File: src/rtl/fcmd_pkg.sv
package fcmd_pkg;

    typedef enum logic [2:0] {
        DS_READ,
        DS_UNLK1,
        DS_UNLK2,
        DS_IDENT,
        DS_ERS_SETUP,
        DS_ERS_UNLK1,
        DS_ERS_UNLK2,
        DS_ERASE
    } dec_state_t;

    typedef enum logic [1:0] {
        SQ_IDLE,
        SQ_RUN,
        SQ_FAIL
    } seq_state_t;

    typedef enum logic [1:0] {
        RD_ARRAY,
        RD_IDENT,
        RD_STATUS
    } rd_mode_t;

    localparam int CMD_ADDR_W = 11;

    localparam logic [CMD_ADDR_W-1:0] ADDR_KEY_A = 11'h555;
    localparam logic [CMD_ADDR_W-1:0] ADDR_KEY_B = 11'h2AA;

    localparam logic [7:0] BYTE_KEY_A      = 8'hAA;
    localparam logic [7:0] BYTE_KEY_B      = 8'h55;
    localparam logic [7:0] BYTE_IDENT      = 8'h90;
    localparam logic [7:0] BYTE_ERS_SETUP  = 8'h80;
    localparam logic [7:0] BYTE_CHIP_ERASE = 8'h10;
    localparam logic [7:0] BYTE_RESET      = 8'hF0;

    localparam logic [7:0] CODE_MAKER      = 8'hC2;
    localparam logic [7:0] CODE_DEV_TOP    = 8'hB0;
    localparam logic [7:0] CODE_DEV_BOTTOM = 8'h34;

endpackage

File: src/rtl/fcmd_bus_sync.sv
module fcmd_bus_sync #(
    parameter int STAGES = 2,
    parameter int AW     = 11
) (
    input  logic          clk,
    input  logic          rst_n,
    input  logic          ce_n,
    input  logic          we_n,
    input  logic          oe_n,
    input  logic [AW-1:0] addr,
    input  logic [7:0]    din,
    output logic          wr_stb,
    output logic [AW-1:0] wr_addr,
    output logic [7:0]    wr_data,
    output logic          rd_start
);

    localparam int LAST = STAGES - 1;

    logic [STAGES-1:0] ce_sh;
    logic [STAGES-1:0] we_sh;
    logic [STAGES-1:0] oe_sh;
    logic              we_prev;
    logic              oe_prev;
    logic [AW-1:0]     a_sh [STAGES];
    logic [7:0]        d_sh [STAGES];

    always_ff @(posedge clk or negedge rst_n) begin
        if (!rst_n) begin
            ce_sh   <= '1;
            we_sh   <= '1;
            oe_sh   <= '1;
            we_prev <= 1'b1;
            oe_prev <= 1'b1;
            for (int i = 0; i < STAGES; i++) begin
                a_sh[i] <= '0;
                d_sh[i] <= '0;
            end
        end else begin
            ce_sh   <= {ce_sh[STAGES-2:0], ce_n};
            we_sh   <= {we_sh[STAGES-2:0], we_n};
            oe_sh   <= {oe_sh[STAGES-2:0], oe_n};
            we_prev <= we_sh[LAST];
            oe_prev <= oe_sh[LAST];
            a_sh[0] <= addr;
            d_sh[0] <= din;
            for (int i = 1; i < STAGES; i++) begin
                a_sh[i] <= a_sh[i-1];
                d_sh[i] <= d_sh[i-1];
            end
        end
    end

    // write committed on the synchronised rising edge of write enable
    assign wr_stb   = we_sh[LAST] & ~we_prev & ~ce_sh[LAST];
    assign rd_start = ~oe_sh[LAST] & oe_prev & ~ce_sh[LAST];
    assign wr_addr  = a_sh[LAST];
    assign wr_data  = d_sh[LAST];

endmodule

File: src/rtl/fcmd_decoder.sv
module fcmd_decoder
    import fcmd_pkg::*;
(
    input  logic                  clk,
    input  logic                  rst_n,
    input  logic                  wr_stb,
    input  logic [CMD_ADDR_W-1:0] wr_addr,
    input  logic [7:0]            wr_data,
    input  logic                  seq_ok,
    input  logic                  seq_failed,
    output dec_state_t            state,
    output rd_mode_t              rd_mode,
    output logic                  erase_start,
    output logic                  abort
);

    dec_state_t state_n;
    logic       key_a;
    logic       key_b;
    logic       start_d;

    assign key_a = (wr_addr == ADDR_KEY_A) && (wr_data == BYTE_KEY_A);
    assign key_b = (wr_addr == ADDR_KEY_B) && (wr_data == BYTE_KEY_B);

    function automatic logic cmd_at_a(input logic [CMD_ADDR_W-1:0] a,
                                      input logic [7:0] d,
                                      input logic [7:0] code);
        return (a == ADDR_KEY_A) && (d == code);
    endfunction

    assign abort = wr_stb && (state == DS_ERASE) && seq_failed &&
                   (wr_data == BYTE_RESET);

    always_comb begin
        state_n = state;
        unique case (state)
            DS_READ, DS_IDENT: begin
                if (wr_stb) state_n = key_a ? DS_UNLK1 : DS_READ;
            end
            DS_UNLK1: begin
                if (wr_stb) state_n = key_b ? DS_UNLK2 : DS_READ;
            end
            DS_UNLK2: begin
                if (wr_stb) begin
                    if (cmd_at_a(wr_addr, wr_data, BYTE_IDENT))
                        state_n = DS_IDENT;
                    else if (cmd_at_a(wr_addr, wr_data, BYTE_ERS_SETUP))
                        state_n = DS_ERS_SETUP;
                    else
                        state_n = DS_READ;
                end
            end
            DS_ERS_SETUP: begin
                if (wr_stb) state_n = key_a ? DS_ERS_UNLK1 : DS_READ;
            end
            DS_ERS_UNLK1: begin
                if (wr_stb) state_n = key_b ? DS_ERS_UNLK2 : DS_READ;
            end
            DS_ERS_UNLK2: begin
                if (wr_stb)
                    state_n = cmd_at_a(wr_addr, wr_data, BYTE_CHIP_ERASE) ?
                              DS_ERASE : DS_READ;
            end
            DS_ERASE: begin
                if (seq_ok || abort) state_n = DS_READ;
            end
        endcase
    end

    assign start_d = wr_stb && (state == DS_ERS_UNLK2) &&
                     cmd_at_a(wr_addr, wr_data, BYTE_CHIP_ERASE);

    always_ff @(posedge clk or negedge rst_n) begin
        if (!rst_n) begin
            state       <= DS_READ;
            erase_start <= 1'b0;
        end else begin
            state       <= state_n;
            erase_start <= start_d;
        end
    end

    always_comb begin
        unique case (state)
            DS_IDENT: rd_mode = RD_IDENT;
            DS_ERASE: rd_mode = RD_STATUS;
            default:  rd_mode = RD_ARRAY;
        endcase
    end

endmodule

File: src/rtl/fcmd_erase_seq.sv
module fcmd_erase_seq
    import fcmd_pkg::*;
#(
    parameter int TIMEOUT = 64
) (
    input  logic       clk,
    input  logic       rst_n,
    input  logic       start,
    input  logic       done,
    input  logic       abort,
    input  logic       rd_start,
    output seq_state_t state,
    output logic       seq_ok,
    output logic       seq_failed,
    output logic [7:0] status
);

    localparam int CNT_W = (TIMEOUT > 2) ? $clog2(TIMEOUT) : 1;
    localparam logic [CNT_W-1:0] CNT_LAST = CNT_W'(TIMEOUT - 1);

    seq_state_t     state_n;
    logic [CNT_W-1:0] cnt;
    logic           toggle;

    always_comb begin
        state_n = state;
        unique case (state)
            SQ_IDLE: if (start) state_n = SQ_RUN;
            SQ_RUN: begin
                if (done)                 state_n = SQ_IDLE;
                else if (cnt == CNT_LAST) state_n = SQ_FAIL;
            end
            SQ_FAIL: if (abort) state_n = SQ_IDLE;
            default: state_n = SQ_IDLE;
        endcase
    end

    always_ff @(posedge clk or negedge rst_n) begin
        if (!rst_n) begin
            state  <= SQ_IDLE;
            cnt    <= '0;
            toggle <= 1'b0;
        end else begin
            state <= state_n;
            if (state == SQ_RUN) cnt <= cnt + 1'b1;
            else                 cnt <= '0;
            if (rd_start && (state != SQ_IDLE)) toggle <= ~toggle;
        end
    end

    assign seq_ok     = (state == SQ_RUN) && done;
    assign seq_failed = (state == SQ_FAIL);
    assign status     = {1'b0, toggle, seq_failed, 5'b0_0000};

endmodule

File: src/rtl/fcmd_read_mux.sv
module fcmd_read_mux
    import fcmd_pkg::*;
#(
    parameter bit BOOT_TOP = 1'b1
) (
    input  rd_mode_t   rd_mode,
    input  logic       ce_n,
    input  logic       oe_n,
    input  logic [1:0] sel,
    input  logic [7:0] array_rdata,
    input  logic       sect_prot,
    input  logic [7:0] status,
    output logic [7:0] dout
);

    logic [7:0] dev_code;
    logic [7:0] id_byte;
    logic [7:0] value;

    generate
        if (BOOT_TOP) begin : g_top
            assign dev_code = CODE_DEV_TOP;
        end else begin : g_bottom
            assign dev_code = CODE_DEV_BOTTOM;
        end
    endgenerate

    always_comb begin
        unique case (sel)
            2'b00: id_byte = CODE_MAKER;
            2'b01: id_byte = dev_code;
            2'b10: id_byte = {7'b000_0000, sect_prot};
            2'b11: id_byte = 8'h00;
        endcase
    end

    always_comb begin
        unique case (rd_mode)
            RD_IDENT:  value = id_byte;
            RD_STATUS: value = status;
            default:   value = array_rdata;
        endcase
    end

    assign dout = (!ce_n && !oe_n) ? value : 8'h00;

endmodule

File: src/rtl/flash_cmd_if.sv
module flash_cmd_if
    import fcmd_pkg::*;
#(
    parameter int ADDR_W        = 18,
    parameter int ERASE_TIMEOUT = 64,
    parameter bit BOOT_TOP      = 1'b1,
    parameter int SYNC_STAGES   = 2
) (
    input  logic              clk,
    input  logic              rst_n,
    input  logic              bus_ce_n,
    input  logic              bus_we_n,
    input  logic              bus_oe_n,
    input  logic [ADDR_W-1:0] bus_addr,
    input  logic [7:0]        bus_din,
    output logic [7:0]        bus_dout,
    output logic [ADDR_W-1:0] array_addr,
    input  logic [7:0]        array_rdata,
    input  logic              sect_prot,
    output logic              erase_start,
    input  logic              erase_done
);

    logic                  wr_stb;
    logic [CMD_ADDR_W-1:0] wr_addr;
    logic [7:0]            wr_data;
    logic                  rd_start;
    dec_state_t            dec_state;
    seq_state_t            seq_state;
    rd_mode_t              rd_mode;
    logic                  abort_pulse;
    logic                  seq_ok;
    logic                  seq_failed;
    logic [7:0]            status;

    assign array_addr = bus_addr;

    fcmd_bus_sync #(
        .STAGES (SYNC_STAGES),
        .AW     (CMD_ADDR_W)
    ) u_sync (
        .clk      (clk),
        .rst_n    (rst_n),
        .ce_n     (bus_ce_n),
        .we_n     (bus_we_n),
        .oe_n     (bus_oe_n),
        .addr     (bus_addr[CMD_ADDR_W-1:0]),
        .din      (bus_din),
        .wr_stb   (wr_stb),
        .wr_addr  (wr_addr),
        .wr_data  (wr_data),
        .rd_start (rd_start)
    );

    fcmd_decoder u_dec (
        .clk         (clk),
        .rst_n       (rst_n),
        .wr_stb      (wr_stb),
        .wr_addr     (wr_addr),
        .wr_data     (wr_data),
        .seq_ok      (seq_ok),
        .seq_failed  (seq_failed),
        .state       (dec_state),
        .rd_mode     (rd_mode),
        .erase_start (erase_start),
        .abort       (abort_pulse)
    );

    fcmd_erase_seq #(
        .TIMEOUT (ERASE_TIMEOUT)
    ) u_seq (
        .clk        (clk),
        .rst_n      (rst_n),
        .start      (erase_start),
        .done       (erase_done),
        .abort      (abort_pulse),
        .rd_start   (rd_start),
        .state      (seq_state),
        .seq_ok     (seq_ok),
        .seq_failed (seq_failed),
        .status     (status)
    );

    fcmd_read_mux #(
        .BOOT_TOP (BOOT_TOP)
    ) u_mux (
        .rd_mode     (rd_mode),
        .ce_n        (bus_ce_n),
        .oe_n        (bus_oe_n),
        .sel         (bus_addr[1:0]),
        .array_rdata (array_rdata),
        .sect_prot   (sect_prot),
        .status      (status),
        .dout        (bus_dout)
    );

endmodule

File: config.mk
export PLATFORM = sky130hd
export DESIGN_NAME = flash_cmd_if
export DESIGN_NICKNAME = d
export VERILOG_FILES = /design/src/rtl/fcmd_pkg.sv /design/src/rtl/fcmd_bus_sync.sv /design/src/rtl/fcmd_decoder.sv /design/src/rtl/fcmd_erase_seq.sv /design/src/rtl/fcmd_read_mux.sv /design/src/rtl/flash_cmd_if.sv
export SDC_FILE = /design/constraint.sdc
export NUM_CORES = 1
export LEC_CHECK = 0
export CAP_MARGIN = 15
export CORE_ASPECT_RATIO = 0.9
export CORE_MARGIN = 5
export CORE_UTILIZATION = 50
export DETAILED_ROUTE_END_ITERATION = 10
export GPL_TIMING_DRIVEN = 0
export MAX_ROUTING_LAYER = met4
export PLACE_DENSITY = 0.84
export SYNTH_ARGS = -nofsm -noshare
export SYNTH_HDL_FRONTEND = slang
export SYNTH_SLANG_ARGS = --single-unit
File: constraint.sdc
create_clock -name clk -period 4.2 [get_ports clk]
set_clock_uncertainty 0.05 [all_clocks]
set_input_delay 0.84 -clock clk [delete_from_list [all_inputs] [get_ports clk]]
set_output_delay 0.84 -clock clk [all_outputs]
set_load 0.02 [all_outputs]
==> metrics.txt, run 1 <==
synth unique cells 45; DRC 0; YS warnings 0; DR WL/cell approximately 13 microns; Seq/Total Area, Yosys 64.5%; Sequential Area between 1000 and 1500 sq um; Via density 4.96; Crit path largest cell delay 0.62 ns; Hold Crit Class reg -> reg; critical path capture point bus_dout[6]; Root Buffer clkbuf_8; TNS Setup 0 ns; clock tree sinks 59; multi-input combinational cell area 648 sq um; post-DP HPWL roughly 3300 microns; nets 299; Max Cap Viol 0; first-pass GRT wire length between 7000 and 8000 microns; status finished clean; Worst R2R End u_dec.state[0]; crit path capture type output pin; ANT nets after route 0; clk buf depth 2; vias around 1600; worst-path cell chain clkdlybuf4s50_1 -> nor3_1 -> a21oi_1 -> nor2_1 -> a21oi_1 -> nor2_1 -> clkdlybuf4s50_1; area share of the largest cell type after synthesis a little under three fifths; GRT overflow 0; CTS Buf Count 9; Mapped Cells between 150 and 200; CP max FO 6; max frequency between 200 and 300 MHz; initial antenna violation count 0; Final min period between 3 and 4 ns; Cell Pwr Density 387 nW/um^2; setup bufs post-CTS 0; TritonCTS clock tree built; layout cells sized above 1 19.8%; R2R Path Start u_sync.we_sh[1]; Top FF cell, synth dfrtp_1; IO Count ~70; worst skew pair latency between 0.3 and 0.4 ns; post-route total power between 0.001 and 0.0015 W; CTS resizes 0; largest net degree at the start of global routing 35; CP bufs+invs 2; drt pass-1 iters 4; Final period util approximately 84%; Stages on worst setup path 7; gr usage total roughly 18%; cell row count 23; Synth area leader dfrtp_1; H-Tree Level Count 3; highest-delay cell along the critical path clkdlybuf4s50_1; CP Launch Point bus_addr[1]; Leak 1.31 nW; Hold Vio Cnt, Final 0; peak supply drop ~0.26 mV; routability cong. about 0.83; Critical Path Source Type input pin; Post-synth EDFFs 0; vias in the first global route between 1500 and 2000; Post-Syn Nets 227; filler cell count around 310; relative slew slack between 60% and 70%; commonest cells in the netlist dfrtp_1, nor2_1, buf_4; max-slew violations 0; die area ~6000 sq um; Data arrival, critical path about 2.6 ns; RSZ-0062 raised after global routing false; clk slew on worst S/H paths about 0.070 ns; Setup-failing EPs final 0; area grow syn2layout 37.9%; asr flop ratio synth between 90% and 100%; Synth area leaders dfrtp_1, dfstp_2, buf_4; worst r2r path cells 4; Tightest Pin Transition around 0.56 ns; Netlist Area Pre-Place 2300 sq um; Reg2Reg Setup Slack 2.15 ns; cts-stage hold buffer count 0; count leader, synth dfrtp_1; Die Ht about 74 microns; worst endpoint required time around 3.3 ns; Starting DRT DRC Count 55; final wirelength 4360 microns; Antenna diodes 0; I/O Buffers 60; Starting Density between 50% and 60%; Top Family by Delay on Critical Path buffers and inverters; Avg Inst Size Synth roughly 12 sq um; critical path class in -> out; Die W 81.6 microns; flops & latches, synth 59; Core Box Area 4460 sq um
[final cells by class]
cell class / instances / share of cell area [%]
well taps: 62 / 2.44
clock inverters: 7 / 1.81
inverters: 2 / 0.236
repair buffers: 61 / 19.4
flip-flops and latches: 59 / 46.8
multi-input cells: 101 / 20.4
clock buffers: 9 / 3.90
plain buffers: 23 / 5.12
[where the power goes]
| part | internal, W | total (W) | switching, W |
|---|---|---|---|
| Sequential | 0.000602 | 0.000618 | 0.0000155 |
| Combinational | 0.0000873 | 0.000161 | 0.0000740 |
| Clock | 0.000220 | 0.000453 | 0.000233 |
[logic make-up after synthesis]
logic type	synth area share, %
and+or+nand+nor	17.4
DFF	64.5
buffers and inverters	7.38
AOI/OAI and AO/OA	6.90
xor gates and xnor gates	1.90
muxes	1.36
adders and majority gates	0.543
[worst register-to-register path, cell delays in order (launching register included)]
cell	delay (ns)
dfstp_2	0.53
or3b_1	0.41
o31ai_2	0.49
nor4b_1	0.35
a211oi_1	0.09
[layer usage]
metal  part of all wire (%)  global-route usage (%)
met5                      0                       -
met4                    1.7                    6.75
met3                    6.3                    6.66
met2                     49                    26.9
met1                     43                    21.4
[stage by stage]
step | setup WS [ns] | util, % | hold slack [ns] | cell area, sq um | std cells
detailed placement | 0.672 | 67.2 | 0.285 | 3000 | 308
global placement | 0.620 | 66.9 | 0.282 | 2980 | 307
finish | 0.672 | 71.3 | 0.299 | 3180 | 324
global route | 0.484 | 71.3 | 0.309 | 3180 | 324
floorplan | 1.70 | - | 0.281 | 2300 | 185
CTS | 0.650 | 71.3 | 0.300 | 3180 | 324
[sequential cells by signal, summed over array words and instances (netlist names)]
| register | cells |
|---|---|
| u_dec.erase_start | 1 |
| u_dec.state | 3 |
| u_seq.cnt | 6 |
| u_seq.state | 2 |
| u_seq.toggle | 1 |
| u_sync.a_sh | 11 |
| u_sync.ce_sh | 2 |
| u_sync.d_sh | 8 |
| u_sync.oe_prev | 1 |
| u_sync.oe_sh | 2 |
| u_sync.we_prev | 1 |
| u_sync.we_sh | 2 |
| u_sync.wr_addr | 11 |
| u_sync.wr_data | 8 |
[layout by cell type, fill, tap and decap left out, types with 5 or more instances in the layout]
cell and n:
nand3_1 7, nor3_1 8, dfstp_2 8, clkbuf_8 9
nand2_1 7, a21oi_1 7, buf_4 18, dfrtp_1 51
nor4bb_1 5, nor2_1 22, clkdlybuf4s50_1 59
[worst min path at each step]
stage | startpoint | endpoint | slack [ns] | cells past startpoint
after floorplan | u_sync.a_sh[11] | u_sync.wr_addr[0] | 0.28 | 0
after global placement | u_sync.d_sh[13] | u_sync.wr_data[5] | 0.28 | 0
after detailed placement | u_sync.a_sh[11] | u_sync.wr_addr[0] | 0.28 | 0
after CTS | u_sync.d_sh[11] | u_sync.wr_data[3] | 0.30 | 0
after global routing | u_sync.a_sh[11] | u_sync.wr_addr[0] | 0.31 | 0
final | u_sync.d_sh[11] | u_sync.wr_data[3] | 0.30 | 0
(Power assumes the default switching activity.)
==> inputs of run 2 (changes only) <==
- CORE_UTILIZATION: 50 -> 46
- PLACE_DENSITY: 0.84 -> 0.78
- clock period: 4.2 -> 3.7 ns (I/O delays scaled with it)
==> run 2 against run 1 <==
  * Sequential share of layout area is 0.35 points lower
  * Worst setup slack worse by 0.30 ns
  * Critical path depth stayed put
  * Routed wire length is 2.4% higher
  * Register-to-register slack worse by 0.55 ns
  * Cell count is 0.93% higher
  * Die area is 7.6% higher
  * Critical path type unchanged
  * Largest cell class unchanged
  * Largest power group unchanged
  * Highest routed layer unchanged
==> metrics.txt, run 2 (synthesis gave the netlist of run 1 again) <==
post-DP HPWL between 3000 and 4000 microns; DRC 0; uppermost layer routed met4; post-route total power 0.00145 W; ANT nets after route 0; first-pass GRT wire length between 7000 and 8000 microns; vias around 1600; Final min period roughly 3.3 ns; die area 6530 sq um; Core Box Area around 5000 sq um; TNS Setup 0 ns; relative slew slack a little over half; filler cell count approximately 390; commonest non-fill, non-tap cell in the layout clkdlybuf4s50_1; final wirelength 4460 microns; peak supply drop between 0.2 and 0.3 mV; Cell Pwr Density 454 nW/um^2; setup bufs post-CTS 0; routed wl met2 between 2000 and 2500 microns; cell row count 24; H-Tree Level Count 3; Hold Slack 0.298 ns; max frequency between 300 and 400 MHz; Setup-failing EPs final 0; vias in the first global route 1642; worst endpoint required time between 2 and 3 ns; max-slew violations 0; largest net degree at the start of global routing 33; Starting Density a little under half; clock tree sinks 59; Area after DPL about 3000 sq um; Antenna diodes 0; Hold Crit Class reg -> reg; clk buf depth 2; initial antenna violation count 0; IO Count 68; Root Buffer clkbuf_8; Die Ht between 70 and 80 microns; CTS resizes 0; CP max FO 6; GRT overflow 0; Hold Vio Cnt, Final 0; area grow syn2layout 39.0%; Leak ~1.3 nW; DR WL/cell 13.6 microns; Starting DRT DRC Count 80; CTS Buf Count 9; RSZ-0062 raised after global routing false; drt pass-1 iters 4; layout cells sized above 1 between 15 and 20%; gr usage total ~15%; most frequent cells in the layout clkdlybuf4s50_1, dfrtp_1, nor2_1; status finished clean; clk slew on worst S/H paths around 0.07 ns; worst skew pair latency between 0.3 and 0.4 ns; Max Cap Viol 0; Final Instance Area 3200 sq um; TritonCTS clock tree built; M1 WL 1980 microns; Tightest Pin Transition 0.680 ns; cts-stage hold buffer count 0; multi-input combinational cell area ~650 sq um; Via density 4.87; Data arrival, critical path approximately 2.5 ns; Die W 84.6 microns; crit path capture type output pin; WL met3 229 microns; Final Core Density 65.8%; routability cong. 0.877; nets about 300; I/O Buffers 60; Critical Path Source Type input pin; Final period util 89.9%; critical path class in -> out; Sequential Area 1490 sq um
-- run 2: cell types whose count changed in the layout (fill, tap and decap cells not counted), sizes merged --
cell / before / now
inv: 5 / 3
bufinv: 0 / 1
clkinvlp: 3 / 4
-- run 2: metrics by stage --
step / instances / worst slack [ns]
5_1_grt: 327 / 0.190
2_1_floorplan: 185 / 1.40
3_3_place_gp: 310 / 0.203
3_5_place_dp: 311 / 0.362
4_1_cts: 327 / 0.355
6_report: 327 / 0.374
-- run 2: path summary, 6_finish.rpt --
| kind | startpoint | endpoint | slack [ns] | depth (start not counted) |
|---|---|---|---|---|
| max reg2reg | u_sync.we_sh[1] | u_dec.state[0] | 1.60 | 4 |
| min | u_sync.d_sh[9] | u_sync.wr_data[1] | 0.30 | 0 |
| max in group asynchronous | rst_n | u_sync.wr_addr[3] | 2.63 | 2 |
| min reg2reg | u_sync.d_sh[9] | u_sync.wr_data[1] | 0.30 | 0 |
| max | bus_addr[0] | bus_dout[6] | 0.37 | 7 |
| min in group asynchronous | rst_n | u_sync.a_sh[19] | 0.39 | 1 |
-- run 2: area by class of cell --
class | count | area share [%]
Inverter | 2 | 0.234
Multi-Input combinational cell | 101 | 20.2
Sequential cell | 59 | 46.4
Timing Repair Buffer | 61 | 19.2
Clock buffer | 9 | 3.87
Tap cell | 65 | 2.54
Clock inverter | 7 | 2.42
Buffer | 23 | 5.08
-- run 2: worst max-delay path: stages --
cell and delay [ns]:
clkdlybuf4s50_1 0.55, nor3_1 0.31, a21oi_1 0.07, nor2_1 0.11, a21oi_1 0.05, nor2_1 0.10, clkdlybuf4s50_1 0.61
-- run 2: where the power goes --
group          internal (W)  leakage, nW  switching, W  total [W]
Clock              0.000313       0.0881      0.000258   0.000571
Sequential         0.000684        0.698     0.0000166   0.000700
Combinational     0.0000991        0.524     0.0000837   0.000183
Total               0.00110         1.31      0.000358    0.00145
-- run 2: layer usage --
metal | global-route usage, % | up-vias
met2 | 23.7 | 51
met1 | 18.0 | 760
met5 | - | -
met4 | 4.27 | 0
met3 | 6.43 | 4
li1 | - | 777
==> inputs of run 3 (changes only) <==
- CORE_MARGIN: 5 -> 2
- CORE_UTILIZATION: 46 -> 57
- DONT_BUFFER_PORTS: default -> 1
- PLACE_DENSITY: 0.78 -> 0.72
==> run 3 against run 2 <==
  * Worst hold slack worse by 0.26 ns
  * Via count is 8.5% lower
  * Utilization is 1.4 points higher
  * Sequential cell count stayed put
  * Die area is 30% lower
  * Sequential share of layout area is 12 points higher
  * Clock-buffer cell count stayed put
  * Worst setup slack better by 0.71 ns
  * Combinational power is 43% lower
  * Sequential power hardly changed
  * Register-to-register slack better by 0.11 ns
  * Routed wire length is 12% lower
  * Critical path type is now reg -> out
==> metrics.txt, run 3 (synthesis gave the netlist of run 1 again) <==
status finished clean; GRT overflow 0; worst endpoint required time slightly below 3 ns; Comb pwr share between 7 and 8%; vias 1457; die area about 4600 sq um; crit path capture type output pin; DRC 0; Tightest Pin Transition approximately 0.5 ns; gr usage total 20.2%; Hold Vio Cnt, Final 0; Data arrival, critical path between 1.5 and 2 ns; Starting DRT DRC Count slightly above 50; Critical Path Source Type flop; layout cells sized above 1 about a quarter; CTS Buf Count 9; largest net degree at the start of global routing 60; initial antenna violation count 0; Final Core Density around 67%; routability cong. just over 0.8; Hold Crit Class in -> async; Via density around 6; Max Cap Viol 0; setup bufs post-CTS 0; Setup-failing EPs final 0; H-Tree Level Count 3; ANT nets after route 0; max-slew violations 0; Final period util 70.7%; Core Box Area 3810 sq um; worst skew pair latency ~0.34 ns; sequential fraction of design power 51.1%; RSZ-0062 raised after global routing false; most frequent cells in the layout dfrtp_1, nor2_1, buf_4; first-pass GRT wire length 6410 microns; max frequency roughly 380 MHz; Antenna diodes 0; peak supply drop approximately 0.43 mV; CP max FO 10; WL met3 about 340 microns; Final min period around 2.6 ns; switching share of power roughly a quarter; cell row count 21; Starting Density about three fifths; M1 WL 1650 microns; Die Ht between 60 and 70 microns; Root Buffer clkbuf_8; routed wl met2 approximately 1800 microns; TNS Setup 0 ns; I/O Buffers 0; Leak ~1.1 nW; vias in the first global route about 1400; final wirelength between 3000 and 4000 microns; relative slew slack between 60% and 70%; area grow syn2layout 11.2%; Die W around 71 microns; nets between 200 and 250; Psw 0.000333 W; CTS resizes 0; clock share of power 41.4%; clock tree sinks 59; clk slew on worst S/H paths approximately 0.07 ns; clk buf depth 2; cts-stage hold buffer count 0; Cell Pwr Density 536 nW/um^2; post-route total power 0.00137 W; P_int 0.00104 W; DR WL/cell around 16 microns; TritonCTS clock tree built; IO Count 68; commonest non-fill, non-tap cell in the layout dfrtp_1; drt pass-1 iters 4; critical path class reg -> out; post-DP HPWL about 2800 microns; uppermost layer routed met4
## run 3: changes by cell type in the layout (fill, tap and decap cells not counted), sizes merged
cell and delta:
clkinvlp -2, clkinv +2, clkdlybuf4s50 -59, buf -2
## run 3: routing by layer
metal,up-vias,track usage [%]
met1,722,23.5
met3,7,10.3
met5,-,-
li1,655,-
met4,0,9.20
met2,73,29.3
## run 3: worst paths after layout
check | from | endpoint | slack, ns | cells after the start
setup reg to reg | u_sync.we_sh[1] | u_dec.state[0] | 1.71 | 4
max in group asynchronous | rst_n | u_sync.we_sh[1] | 3.37 | 0
hold reg to reg | u_sync.a_sh[15] | u_sync.wr_addr[4] | 0.30 | 0
hold / removal | rst_n | u_sync.a_sh[14] | 0.04 | 0
setup / recovery | u_dec.state[2] | bus_dout[0] | 1.08 | 4
min in group clk | u_sync.a_sh[15] | u_sync.wr_addr[4] | 0.30 | 0
## run 3: final cells by class
type / count / area (sq um)
clock inverters: 7 / 76.3
plain buffers: 23 / 163
well taps: 46 / 57.6
inverters: 2 / 7.51
fillers: 296 / 1250
flip-flops and latches: 59 / 1490
multi-input cells: 101 / 648
clock buffers: 9 / 124
## run 3: power by group through the flow
stage / clock network [W] / logic, W / registers, W
floorplan: 0 / 0.0000917 / 0.000708
detailed placement: 0 / 0.000103 / 0.000713
finish: 0.000569 / 0.000104 / 0.000702
global route: 0.000618 / 0.000111 / 0.000705
CTS: 0.000585 / 0.000103 / 0.000702
global placement: 0 / 0.0000998 / 0.000712
## run 3: stage by stage
step	setup WS [ns]	hold slack, ns	area (sq um)	std cells
2_1_floorplan	1.40	0.281	2300	185
3_5_place_dp	1.33	0.286	2360	231
4_1_cts	1.09	0.0240	2560	247
3_3_place_gp	1.34	0.285	2360	231
6_report	1.08	0.0414	2560	247
5_1_grt	0.951	0.0145	2560	247
## run 3: critical path, stage by stage, from the launching register on
cell and delay (ns):
dfrtp_1 0.41, clkbuf_1 0.23, nor4bb_1 0.32, nand3_1 0.11, a21oi_1 0.41
